$ cat config.mk
export PLATFORM = sky130hd
export DESIGN_NAME = spi_flash_status
export DESIGN_NICKNAME = d
export VERILOG_FILES = /design/src/rtl/spi_sr_pkg.sv /design/src/rtl/sr_cmd_decoder.sv /design/src/rtl/sr_prot_check.sv /design/src/rtl/sr_status_core.sv /design/src/rtl/spi_flash_status.sv
export SDC_FILE = /design/constraint.sdc
export NUM_CORES = 1
export LEC_CHECK = 0
export BUFFER_PORTS_ARGS = -buffer_cell sky130_fd_sc_hd__buf_2
export CELL_PAD_IN_SITES_DETAIL_PLACEMENT = 1
export CELL_PAD_IN_SITES_GLOBAL_PLACEMENT = 2
export CORE_UTILIZATION = 38
export DETAILED_ROUTE_END_ITERATION = 8
export PLACE_DENSITY_LB_ADDON = 0.12
export SYNTH_ARGS = -nofsm -noshare
export SYNTH_HDL_FRONTEND = slang
export SYNTH_HIERARCHICAL = 1
export SYNTH_SLANG_ARGS = --single-unit
$ cat constraint.sdc
create_clock -name clk -period 5.7 [get_ports clk]
set_clock_uncertainty 0.2 [all_clocks]
set_input_delay 0.855 -clock clk [delete_from_list [all_inputs] [get_ports clk]]
set_output_delay 0.855 -clock clk [all_outputs]
set_load 0.01 [all_outputs]
$ cat src/rtl/spi_sr_pkg.sv
// Package: command opcodes and array-engine operation codes shared by the
// status controller modules. Assumes an 8-bit opcode stream.
package spi_sr_pkg;
    localparam logic [7:0] OPC_WREN = 8'h06;
    localparam logic [7:0] OPC_WRDI = 8'h04;
    localparam logic [7:0] OPC_RDSR = 8'h05;
    localparam logic [7:0] OPC_WRSR = 8'h01;
    localparam logic [7:0] OPC_PP   = 8'h02;
    localparam logic [7:0] OPC_SE   = 8'h20;
    localparam logic [7:0] OPC_BE   = 8'hD8;
    localparam logic [7:0] OPC_CE   = 8'hC7;

    typedef enum logic [2:0] {
        ENG_PROG  = 3'd0,
        ENG_SECT  = 3'd1,
        ENG_BLK   = 3'd2,
        ENG_CHIP  = 3'd3,
        ENG_WRSTA = 3'd4
    } eng_op_e;

    localparam int CNT_W = 3;
endpackage

$ cat src/rtl/sr_cmd_decoder.sv
// Command decoder: captures the opcode, shifts in address bytes, keeps the
// status-relevant fields of the first data byte and counts post-opcode bytes.
// Raises cmd_end for one cycle after chip select rises on a started command.
// Assumes rx_valid only while cs_n is low and ADDR_W <= 24.
module sr_cmd_decoder
    import spi_sr_pkg::*;
#(
    parameter int ADDR_W = 19
) (
    input  logic              clk,
    input  logic              rst_n,
    input  logic              cs_n,
    input  logic              rx_valid,
    input  logic [7:0]        rx_byte,
    output logic [7:0]        opc,
    output logic [CNT_W-1:0]  nbytes,
    output logic [ADDR_W-1:0] addr,
    output logic              dat_srp,
    output logic [2:0]        dat_bp,
    output logic              cmd_end,
    output logic              rd_active
);
    localparam logic [CNT_W-1:0] CNT_MAX = {CNT_W{1'b1}};

    logic cs_q;
    logic have_op;

    // Capture command bytes and detect the end of a command frame.
    always_ff @(posedge clk) begin
        if (!rst_n) begin
            cs_q    <= 1'b1;
            have_op <= 1'b0;
            cmd_end <= 1'b0;
            opc     <= '0;
            nbytes  <= '0;
            addr    <= '0;
            dat_srp <= 1'b0;
            dat_bp  <= '0;
        end else begin
            cs_q    <= cs_n;
            cmd_end <= !cs_q && cs_n && have_op;
            if (cs_n) begin
                have_op <= 1'b0;
            end else if (rx_valid) begin
                if (!have_op) begin
                    have_op <= 1'b1;
                    opc     <= rx_byte;
                    nbytes  <= '0;
                end else begin
                    if (nbytes < CNT_W'(3)) begin
                        addr <= ADDR_W'({addr, rx_byte});
                    end
                    if (nbytes == '0) begin
                        dat_srp <= rx_byte[7];
                        dat_bp  <= rx_byte[4:2];
                    end
                    if (nbytes != CNT_MAX) begin
                        nbytes <= nbytes + 1'b1;
                    end
                end
            end
        end
    end

    // A status read is live while its opcode is held under chip select.
    always_comb rd_active = have_op && !cs_n && (opc == OPC_RDSR);
endmodule

$ cat src/rtl/sr_prot_check.sv
// Protect-region check: works out the last address a command would touch
// and tests it against the upper region chosen by the protect code.
// Assumes BLOCK_LOG2 < ADDR_W and ADDR_W >= 7.
module sr_prot_check
    import spi_sr_pkg::*;
#(
    parameter int ADDR_W      = 19,
    parameter int PAGE_LOG2   = 8,
    parameter int SECTOR_LOG2 = 12,
    parameter int BLOCK_LOG2  = 16
) (
    input  logic [7:0]        opc,
    input  logic [ADDR_W-1:0] addr,
    input  logic [2:0]        bp,
    output logic              hit
);
    localparam logic [ADDR_W-1:0] ALL_M  = {ADDR_W{1'b1}};
    localparam logic [ADDR_W-1:0] PAGE_M = ALL_M >> (ADDR_W - PAGE_LOG2);
    localparam logic [ADDR_W-1:0] SECT_M = ALL_M >> (ADDR_W - SECTOR_LOG2);
    localparam logic [ADDR_W-1:0] BLK_M  = ALL_M >> (ADDR_W - BLOCK_LOG2);

    logic [ADDR_W-1:0] unit_m;
    logic [ADDR_W-1:0] last_a;
    logic [ADDR_W-1:0] hi_m;

    // Size of the unit touched by the command; chip erase spans everything.
    always_comb begin
        case (opc)
            OPC_PP:  unit_m = PAGE_M;
            OPC_SE:  unit_m = SECT_M;
            OPC_BE:  unit_m = BLK_M;
            default: unit_m = ALL_M;
        endcase
        last_a = addr | unit_m;
    end

    // Mask of the top (7 - code) address bits that select the region.
    always_comb begin
        for (int i = 0; i < ADDR_W; i++) begin
            hi_m[i] = (i >= ADDR_W - (7 - int'(bp)));
        end
    end

    // The unit is refused when its last address sits inside the region.
    always_comb hit = (bp != 3'd0) && ((last_a & hi_m) == hi_m);
endmodule

$ cat src/rtl/sr_status_core.sv
// Status core: holds busy, write-enable latch, protect code and status-protect
// bit; accepts or refuses commands at the end of each frame and drives the
// array-engine handshake. Assumes eng_done pulses only while busy.
module sr_status_core
    import spi_sr_pkg::*;
#(
    parameter int ADDR_W = 19
) (
    input  logic              clk,
    input  logic              rst_n,
    input  logic              cmd_end,
    input  logic [7:0]        opc,
    input  logic [CNT_W-1:0]  nbytes,
    input  logic [ADDR_W-1:0] addr,
    input  logic              dat_srp,
    input  logic [2:0]        dat_bp,
    input  logic              prot_hit,
    input  logic              wp_n,
    input  logic              otp_mode,
    input  logic              eng_done,
    output logic              wip,
    output logic              wel,
    output logic [2:0]        bp,
    output logic              srp,
    output logic              eng_start,
    output eng_op_e           eng_op,
    output logic [ADDR_W-1:0] eng_addr
);
    logic       is_write;
    logic       len_ok;
    logic       refuse;
    logic       pend_sr;
    logic [2:0] new_bp;
    logic       new_srp;
    eng_op_e    op_sel;

    // Classify the command, check its length and map it to an engine code.
    always_comb begin
        is_write = 1'b1;
        len_ok   = 1'b0;
        op_sel   = ENG_CHIP;
        case (opc)
            OPC_WRSR: begin len_ok = (nbytes >= CNT_W'(1)); op_sel = ENG_WRSTA; end
            OPC_PP:   begin len_ok = (nbytes >= CNT_W'(4)); op_sel = ENG_PROG;  end
            OPC_SE:   begin len_ok = (nbytes >= CNT_W'(3)); op_sel = ENG_SECT;  end
            OPC_BE:   begin len_ok = (nbytes >= CNT_W'(3)); op_sel = ENG_BLK;   end
            OPC_CE:   begin len_ok = 1'b1;                  op_sel = ENG_CHIP;  end
            default:  is_write = 1'b0;
        endcase
    end

    // Refusal: hardware lock or OTP lock for status writes, region or OTP lock otherwise.
    always_comb begin
        if (opc == OPC_WRSR) refuse = (srp && !wp_n) || (otp_mode && srp);
        else                 refuse = (otp_mode && srp) || prot_hit;
    end

    // Status state, engine start and completion handling.
    always_ff @(posedge clk) begin
        if (!rst_n) begin
            wip       <= 1'b0;
            wel       <= 1'b0;
            bp        <= '0;
            srp       <= 1'b0;
            eng_start <= 1'b0;
            eng_op    <= ENG_PROG;
            eng_addr  <= '0;
            pend_sr   <= 1'b0;
            new_bp    <= '0;
            new_srp   <= 1'b0;
        end else begin
            eng_start <= 1'b0;
            if (wip) begin
                if (eng_done) begin
                    wip     <= 1'b0;
                    wel     <= 1'b0;
                    pend_sr <= 1'b0;
                    if (pend_sr) begin
                        bp  <= new_bp;
                        srp <= new_srp;
                    end
                end
            end else if (cmd_end) begin
                if (opc == OPC_WREN) begin
                    wel <= 1'b1;
                end else if (opc == OPC_WRDI) begin
                    wel <= 1'b0;
                end else if (is_write && len_ok && wel) begin
                    if (refuse) begin
                        wel <= 1'b0;
                    end else begin
                        wip       <= 1'b1;
                        eng_start <= 1'b1;
                        eng_op    <= op_sel;
                        eng_addr  <= addr;
                        pend_sr   <= (opc == OPC_WRSR);
                        new_bp    <= otp_mode ? bp : dat_bp;
                        new_srp   <= dat_srp;
                    end
                end
            end
        end
    end
endmodule

$ cat src/rtl/spi_flash_status.sv
// Top: serial flash status register and write-protect controller. Joins the
// command decoder, protect-region check and status core, and presents the
// status byte to the SPI front end during a status read.
module spi_flash_status
    import spi_sr_pkg::*;
#(
    parameter int ADDR_W      = 19,
    parameter int PAGE_LOG2   = 8,
    parameter int SECTOR_LOG2 = 12,
    parameter int BLOCK_LOG2  = 16
) (
    input  logic              clk,
    input  logic              rst_n,
    input  logic              cs_n,
    input  logic              rx_valid,
    input  logic [7:0]        rx_byte,
    input  logic              wp_n,
    input  logic              otp_mode,
    output logic              tx_en,
    output logic [7:0]        tx_byte,
    output logic              eng_start,
    output logic [2:0]        eng_op,
    output logic [ADDR_W-1:0] eng_addr,
    input  logic              eng_done
);
    logic [7:0]        d_opc;
    logic [CNT_W-1:0]  d_nbytes;
    logic [ADDR_W-1:0] d_addr;
    logic              d_srp;
    logic [2:0]        d_bp;
    logic              d_end;
    logic              d_rd;
    logic              p_hit;
    logic              st_wip;
    logic              st_wel;
    logic [2:0]        st_bp;
    logic              st_srp;
    eng_op_e           c_op;

    sr_cmd_decoder #(.ADDR_W(ADDR_W)) dec_i (
        .clk(clk), .rst_n(rst_n), .cs_n(cs_n), .rx_valid(rx_valid),
        .rx_byte(rx_byte), .opc(d_opc), .nbytes(d_nbytes), .addr(d_addr),
        .dat_srp(d_srp), .dat_bp(d_bp), .cmd_end(d_end), .rd_active(d_rd)
    );

    sr_prot_check #(
        .ADDR_W(ADDR_W), .PAGE_LOG2(PAGE_LOG2),
        .SECTOR_LOG2(SECTOR_LOG2), .BLOCK_LOG2(BLOCK_LOG2)
    ) prot_i (
        .opc(d_opc), .addr(d_addr), .bp(st_bp), .hit(p_hit)
    );

    sr_status_core #(.ADDR_W(ADDR_W)) core_i (
        .clk(clk), .rst_n(rst_n), .cmd_end(d_end), .opc(d_opc),
        .nbytes(d_nbytes), .addr(d_addr), .dat_srp(d_srp), .dat_bp(d_bp),
        .prot_hit(p_hit), .wp_n(wp_n), .otp_mode(otp_mode),
        .eng_done(eng_done), .wip(st_wip), .wel(st_wel), .bp(st_bp),
        .srp(st_srp), .eng_start(eng_start), .eng_op(c_op),
        .eng_addr(eng_addr)
    );

    // Present the live status byte only while a status read is active.
    always_comb begin
        eng_op  = c_op;
        tx_en   = d_rd;
        tx_byte = d_rd ? {st_srp, 2'b00, st_bp, st_wel, st_wip} : 8'h00;
    end
endmodule

Word-level counts from Yosys, hierarchy flattened
Cells that the tools add are included.
Cells by class
  add/sub/neg operators: 3
  magnitude comparators: 23
  equality and inequality tests: 15
  mux-type cells: 29
  bitwise operators: 9
  reductions and logical operators: 32
Operator list (number)
  $ge 5x32->1 const A: 8
  $ge 4x32->1 const A: 4
  $ge 6x32->1 const A: 3
  $ge 3x32->1 const A: 2
  $pmux 19 s3: 1
  $ge 1x32->1 const A: 1
  $ge 2x32->1 const A: 1
  $sub 6x32->32 const A: 1
  $eq 8x3->1 const B: 3
  $mux 1: 22
  $and 19x19->19: 1
  $eq 19x19->1: 1
  $or 19x19->19: 1
  $eq 8x8->1 const B: 2
  $pmux 3 s4: 1
  $reduce_and 4->1: 3
  $reduce_and 6->1: 2
  $logic_and 1x1->1: 9
  $mux 3: 3
  $reduce_and 3->1: 3
  $eq 8x1->1 const B: 1
  $eq 8x2->1 const B: 1
  $eq 8x6->1 const B: 1
  $mux 8: 1
  other kinds (19): 35
Word-level totals
  flip-flop bits (word level): 71
  bits of input ports: 15
  output and inout bits: 32
  word-level logic and storage cells: 129

Depth between registers and ports, before layout
Gate-level depths: netlist of the first run.
  depth after elaboration: 14
  mapped depth: 10
  mapped depth without buffers: 9

By module
The synthesis of the first run kept the hierarchy.
Modules (own cells, without submodules)
  sr_status_core: instances 1, cells each 188, area each 1716.6 um2, seq. area each 680.7 um2
  sr_cmd_decoder: instances 1, cells each 143, area each 1448.9 um2, seq. area each 740.7 um2
  sr_prot_check: instances 1, cells each 20, area each 137.6 um2, seq. area each 0.0 um2
  spi_flash_status: instances 1, cells each 9, area each 56.3 um2, seq. area each 0.0 um2

Least setup slack after synthesis of the first run
Ideal clock, no wire load.
  path type: input-to-output
  start: in cs_n
  end: out tx_byte[0]
  data arrival time: 1814 ps
  data required time: 4645 ps
  setup slack: 2831 ps
  stages on the path: 2
  path buffers: 0
  cell sequence: nor4_1 > and2_1
Between the ends
  longest elaborated chain between the ends: 4
Ends and longest elaborated chain
  start, declared: RTL line spi_flash_status.sv:14  | input logic cs_n,
  $logic_not 1->1: RTL line sr_cmd_decoder.sv:66  | always_comb rd_active = have_op && !cs_n && (opc == OPC_RDSR);
  $logic_and 1x1->1 (2 in series): RTL line sr_cmd_decoder.sv:66
  $mux 8: RTL line spi_flash_status.sv:66  | tx_byte = d_rd ? {st_srp, 2'b00, st_bp, st_wel, st_wip} : 8'h00;
  end, declared: RTL line spi_flash_status.sv:20  | output logic [7:0] tx_byte,
Every way passes these cells.

Worst setup path after layout of the first run
  start: reg dec_i.opc[5]
  end: out tx_byte[2]
Between the ends
  longest elaborated chain between the ends: 3
Ends and longest elaborated chain
  start, declared: RTL line sr_cmd_decoder.sv:15  | output logic [7:0] opc,
  start signal, assigned: RTL line sr_cmd_decoder.sv:47  | opc <= rx_byte;
  $eq 8x3->1: RTL line sr_cmd_decoder.sv:66
  $logic_and 1x1->1: RTL line sr_cmd_decoder.sv:66
  $mux 8: RTL line spi_flash_status.sv:66
Every way passes these cells.

==> results of run 1 <==
## cells by family after synthesis
kind of cell | synth area share (%)
other cells | 0.1116
flops | 42.31
xor+xnor | 0.5215
fa+ha+maj | 1.117
simple gates | 22.90
mux | 20.48
buf+inv | 5.027
compound gates | 7.524
## critical path: stages, from the launching register on
cell     delay [ns]
dfxtp_1        0.47
or4_1          0.54
nor4_1         0.81
and2_1         0.24
buf_2          0.13
## path summary, 6_finish.rpt
kind                      startpoint                  to  slack (ns)  cells past startpoint
setup / recovery        dec_i/opc[5]          tx_byte[2]        2.11                      4
hold / removal    core_i/eng_addr[5]  core_i/eng_addr[5]        0.26                      2
setup reg to reg        dec_i/opc[1]  core_i/eng_addr[3]        2.72                     10
hold reg to reg   core_i/eng_addr[5]  core_i/eng_addr[5]        0.26                      2
## per-stage QoR
step	std cells	utilization (%)	instance area, µm²
floorplan	361	-	3363
global placement	491	42.93	3598
detailed placement	491	42.93	3598
CTS	507	45.04	3775
global route	507	45.04	3775
finish	507	45.04	3775
## final cells by class
cell class,count,area share [%]
clock buffers,13,4.209
flip-flops and latches,71,37.65
well taps,105,3.480
repair buffers,48,6.629
inverters,5,0.4972
clock inverters,3,0.4640
multi-input cells,262,47.07
## state kept, by name (all words and copies together) (netlist names)
| register | count |
|---|---|
| core_i/srp | 1 |
| dec_i/have_op | 1 |
| core_i/wip | 1 |
| core_i/new_srp | 1 |
| dec_i/cmd_end | 1 |
| core_i/bp | 3 |
| core_i/pend_sr | 1 |
| core_i/eng_op | 3 |
| dec_i/nbytes | 3 |
| core_i/new_bp | 3 |
| dec_i/opc | 8 |
| dec_i/cs_q | 1 |
| core_i/eng_addr | 19 |
| core_i/wel | 1 |
| dec_i/dat_bp | 3 |
| dec_i/addr | 19 |
| dec_i/dat_srp | 1 |
| core_i/eng_start | 1 |
## placed cells by master, fill, tap and decap left out, types with 3 or more instances in the layout
master / count
nand3_1: 5
nor2_1: 19
buf_4: 4
o21ai_0: 3
nand2b_1: 4
mux2i_1: 62
buf_2: 44
inv_1: 4
nor3_1: 3
dfxtp_1: 71
ha_1: 3
a21oi_1: 7
nand4_1: 4
and2_1: 6
clkbuf_8: 11
nand2_1: 91
or3_1: 3
mux2_2: 4
## power breakdown
| group | switching (W) | internal, W |
|---|---|---|
| Clock | 0.000183 | 0.000181 |
| Sequential | 0.0000110 | 0.000501 |
| Combinational | 0.0000350 | 0.0000225 |
## layer usage
metal / wire, µm / GRT usage [%] / up-vias
met2: 3583 / 29.79 / 52
met5: 0 / 0 / -
met3: 312 / 4.107 / 10
met4: 108 / 6.965 / 0
li1: - / - / 1314
met1: 4034 / 25.92 / 1250
==> results by group, run 1 <==
Clock tree
  – Clock Sink Count: 71
  – # Post-CTS Setup Buffers: 0
  – Number of buffers created by CTS: 9
  – Hold Buf Count CTS: 0
  – Clock transition at the registers of the reported paths: 0.07 ns
  – Skew-Pair Late Insertion Delay: 0.34 ns
  – CTS tree: built
  – CTS Buffer Depth: 2
  – Cts repair resizes: 0
  – Clk root buf: clkbuf_8
  – H-tree Lvls: 3

Synthesis
  – FFs w/ async S/R, synth: 0%
  – Synth area leader: dfxtp_1
  – Most instantiated library cell after synthesis: nand2_1
  – Synth cell types: 60
  – Yosys reg bits: 71
  – Top cell type's share of synthesized area: 42.31%
  – Gate count of the mapped netlist: 360
  – Yosys Warn Count: 6
  – Syn Area/Cell: 9.332 µm²
  – Top cells by area, synth: dfxtp_1, mux2i_1, nand2_1, nor2_1, buf_8
  – Post-synth top cells: nand2_1, dfxtp_1, mux2i_1, nor2_1, clkbuf_1
  – Post-synth EDFFs: 0
  – Syn Std Cell Area: 0.003359 mm²
  – Post-synthesis sequential area ratio: 42.31%
  – Top_reg_cell synth: dfxtp_1

Setup path
  – Worst-path fanout max: 12
  – Crit path required time: 4.64 ns
  – Startpoint types: register
  – Worst Path Arrival: 2.54 ns
  – Crit Path Class: register to primary output
  – Critical Path End Type: primary output

Pwr
  – Peak VDD IR: 0.1112 mV
  – Total power: 0.0009333 W
  – Leak: 1.639 nW
  – Pwr dens: 247.2 mW/mm²

Status
  – Status: finished clean

STA
  – Final Hold Fails: 0
  – Slew Limit Fails: 0
  – Worst Max-Slew Pin Slew: 1.051 ns
  – Final Setup Violations: 0
  – Minimum clock period: 3.590 ns
  – Slew HR: 29.26%
  – Smallest hold slack: 0.2570 ns
  – Fin crit share: 62.99%
  – Fin worst setup slack: 2.110 ns
  – Max Fclk: 0.2785 GHz
  – Unrepaired setup endpoints after global routing: false
  – Setup TNS: 0 ns

Global routing
  – Vias in the first global route: 2667
  – Initial antenna violation count: 0
  – Pin count of the biggest net entering global routing: 49
  – GRT Overall Usage: 19.14%
  – First-pass GRT wire length: 13250 µm
  – GR Overflow Total: 0

Place
  – I/O Buffers: 44
  – Place WS: 2.401 ns
  – RePlAce Congestion: 0.7282
  – HPWL Detailed: 5802 µm

Worst hold path
  – Worst Hold Class: register to register

Routing
  – Residual DRC: 0
  – Routed Antenna Nets: 0
  – WL per Instance: 15.85 µm
  – Via count: 2626
  – Drt via density: 5.179
  – 1st-iter DRT viols: 94
  – Final wirelength: 8038 µm
  – First-pass DRT Iterations: 4

Final layout
  – Layout area overhead: 12.36%
  – Reg area: 0.001421 mm²
  – Total Nets Final: 415
  – Antenna cells: 0
  – Fill count: 1016
  – Share of layout cells above drive strength 1: 20.15%
  – Multi-input gate area: 0.001777 mm²

Floorplanning
  – Ports: 47
  – Initial Util: 40.08%
  – Row count: 33
  – Die H: 96.03 µm
  – Core area: 0.008382 mm²
  – Die footprint: 0.009221 mm²
  – Die Wd: 96.03 µm

Flow run
  – Max cap viols: 0
(Power assumes the default switching activity.)
==> inputs of run 2 (changes only) <==
--- a/config.mk
+++ b/config.mk
@@ -8,7 +8,7 @@
 export BUFFER_PORTS_ARGS = -buffer_cell sky130_fd_sc_hd__buf_2
 export CELL_PAD_IN_SITES_DETAIL_PLACEMENT = 1
 export CELL_PAD_IN_SITES_GLOBAL_PLACEMENT = 2
-export CORE_UTILIZATION = 38
+export CORE_UTILIZATION = 32
 export DETAILED_ROUTE_END_ITERATION = 8
 export PLACE_DENSITY_LB_ADDON = 0.12
 export SYNTH_ARGS = -nofsm -noshare
==> constraint.sdc (replaced) <==
create_clock -name clk -period 3.2 [get_ports clk]
set_clock_uncertainty 0.2 [all_clocks]
set_input_delay 0.48 -clock clk [delete_from_list [all_inputs] [get_ports clk]]
set_output_delay 0.48 -clock clk [all_outputs]
set_load 0.01 [all_outputs]
==> run 2 against run 1 <==
Net effect:
- non-clock buffer count up 2
- final area grew 2.9%
- power increased by 96%
- worst hold slack got worse by 0.068 ns
- via count shrank 0.80%
- cell count rose by 6.5%
- utilization down 7.1 points
- flip-flop and latch count stayed put
- combinational power increased by 79%
- clock power is 120% higher
- first-iteration DRC count increased by 6.4%
- global-route usage is 2.9 points lower
==> results by group, run 2 (synthesis results as in run 1) <==
Status
  – Status: finished clean

Place
  – HPWL Detailed: 5810 µm
  – RePlAce Congestion: 0.7123
  – Placed instance area: 0.003665 mm²
  – I/O Buffers: 44

Setup path
  – Crit path required time: 3.28 ns
  – Reg2reg end: core_i/eng_addr[9]
  – Startpoint types: register
  – Worst-path fanout max: 21
  – Worst Path Arrival: 2.95 ns
  – Reg2reg start: dec_i/opc[5]
  – Worst Setup SP: dec_i/opc[5]
  – Capture point of the worst path: core_i/eng_addr[9]
  – Crit Path Class: register to register
  – Critical Path End Type: register
  – R2R setup slack: 0.33 ns
  – R2R depth: 10

STA
  – Worst Max-Slew Pin Slew: 0.5954 ns
  – Final Hold Fails: 0
  – Slew HR: 60.25%
  – Final Setup Violations: 0
  – Max Fclk: 0.3482 GHz
  – Unrepaired setup endpoints after global routing: false
  – Setup TNS: 0 ns
  – Fin crit share: 89.74%
  – Slew Limit Fails: 0
  – Minimum clock period: 2.872 ns

Pwr
  – Leak: 1.666 nW
  – Total power: 0.001828 W
  – Pwr dens: 470.5 mW/mm²
  – Peak VDD IR: 0.1816 mV

Worst hold path
  – Worst Hold Class: input pin to register

Final layout
  – Most frequent cells in the layout: nand2_1, dfxtp_1, mux2i_1, buf_2, nor2_1
  – Layout area overhead: 15.64%
  – Most common cell after layout, fill and taps aside: nand2_1
  – Biggest regs: core_i/eng_addr: 19 flops, dec_i/addr: 19 flops, dec_i/opc: 8 flops
  – Total Nets Final: 417
  – Layout Cell Area excl Fill: 0.003885 mm²
  – Antenna cells: 0
  – Share of layout cells above drive strength 1: 20.79%
  – End-of-flow core utilization: 37.97%

Floorplanning
  – Core area: 0.01023 mm²
  – Initial Util: 32.84%
  – Die Wd: 104.5 µm
  – Die footprint: 0.01091 mm²
  – Row count: 37
  – Ports: 47
  – Die H: 104.5 µm

Routing
  – Final wirelength: 8283 µm
  – First-pass DRT Iterations: 5
  – Via count: 2605
  – Drt via density: 4.824
  – 1st-iter DRT viols: 100
  – Residual DRC: 0
  – Routed Antenna Nets: 0
  – WL per Instance: 15.34 µm

Clock tree
  – # Post-CTS Setup Buffers: 0
  – Number of buffers created by CTS: 9
  – Clk root buf: clkbuf_8
  – Clock transition at the registers of the reported paths: 0.08 ns
  – CTS tree: built
  – H-tree Lvls: 3
  – Hold Buf Count CTS: 0
  – Clock Sink Count: 71
  – Skew-Pair Late Insertion Delay: 0.35 ns
  – Cts repair resizes: 0
  – CTS Buffer Depth: 2

Global routing
  – Vias in the first global route: 2615
  – First-pass GRT wire length: 13770 µm
  – GR Overflow Total: 0
  – Initial antenna violation count: 0
  – GRT Overall Usage: 16.19%
  – Pin count of the biggest net entering global routing: 57

Flow run
  – Max cap viols: 0
run 2: changes by cell type in the layout (fill, tap and decap cells not counted):
cell        before  now
bufinv_16        0    2
clkbuf_8        11    9
clkinv_2         2    0
inv_6            0    2
buf_12           0    1
buf_4            4    5
clkbuf_1         2    1
clkinvlp_4       1    2
run 2: area by class of cell:
type	count	area (µm²)
flip-flops and latches	71	1421
well taps	136	170.2
multi-input cells	262	1777
clock buffers	10	127.6
fillers	1205	6346
inverters	5	18.77
repair buffers	50	277.8
clock inverters	6	92.59
run 2: power breakdown:
| group | switching, W | internal (W) |
|---|---|---|
| logic | 0.0000622 | 0.0000408 |
| clock network | 0.000368 | 0.000445 |
| registers | 0.0000200 | 0.000891 |
run 2: how the worst min path moves through the flow:
| stage | from | endpoint | slack [ns] | cells past startpoint |
|---|---|---|---|---|
| finish | rx_byte[3] | dec_i/opc[3] | 0.19 | 3 |
| global route | rx_byte[3] | dec_i/opc[3] | 0.18 | 3 |
| CTS | rx_byte[3] | dec_i/opc[3] | 0.17 | 3 |
| detailed placement | core_i/eng_addr[1] | core_i/eng_addr[1] | 0.25 | 2 |
| global placement | core_i/eng_addr[8] | core_i/eng_addr[8] | 0.24 | 2 |
| floorplan | core_i/new_srp | core_i/new_srp | 0.23 | 2 |
run 2: per-stage QoR:
step / worst slack [ns] / std cells / hold WS, ns
2_1_floorplan: 0.7751 / 361 / 0.2341
3_3_place_gp: 0.4333 / 524 / 0.2406
3_5_place_dp: 0.3379 / 524 / 0.2456
4_1_cts: 0.3267 / 540 / 0.1738
5_1_grt: 0.1565 / 540 / 0.1794
6_report: 0.3284 / 540 / 0.1889
run 2: layer usage:
layer | vias to the layer above | global-route usage, % | wire, µm
met5 | - | 0 | 0
met4 | 0 | 5.510 | 80
met3 | 7 | 3.133 | 269
met2 | 45 | 22.80 | 3337
met1 | 1237 | 24.22 | 4595
li1 | 1316 | - | -
run 2: worst max-delay path, stage by stage, from the launching register on:
cell,delay [ns]
dfxtp_1,0.68
and4bb_1,0.29
a31o_1,0.22
a221oi_2,0.17
a21oi_1,0.06
a21oi_1,0.15
o41ai_2,0.10
o31a_2,0.17
a311oi_4,0.29
buf_12,0.24
mux2i_1,0.21
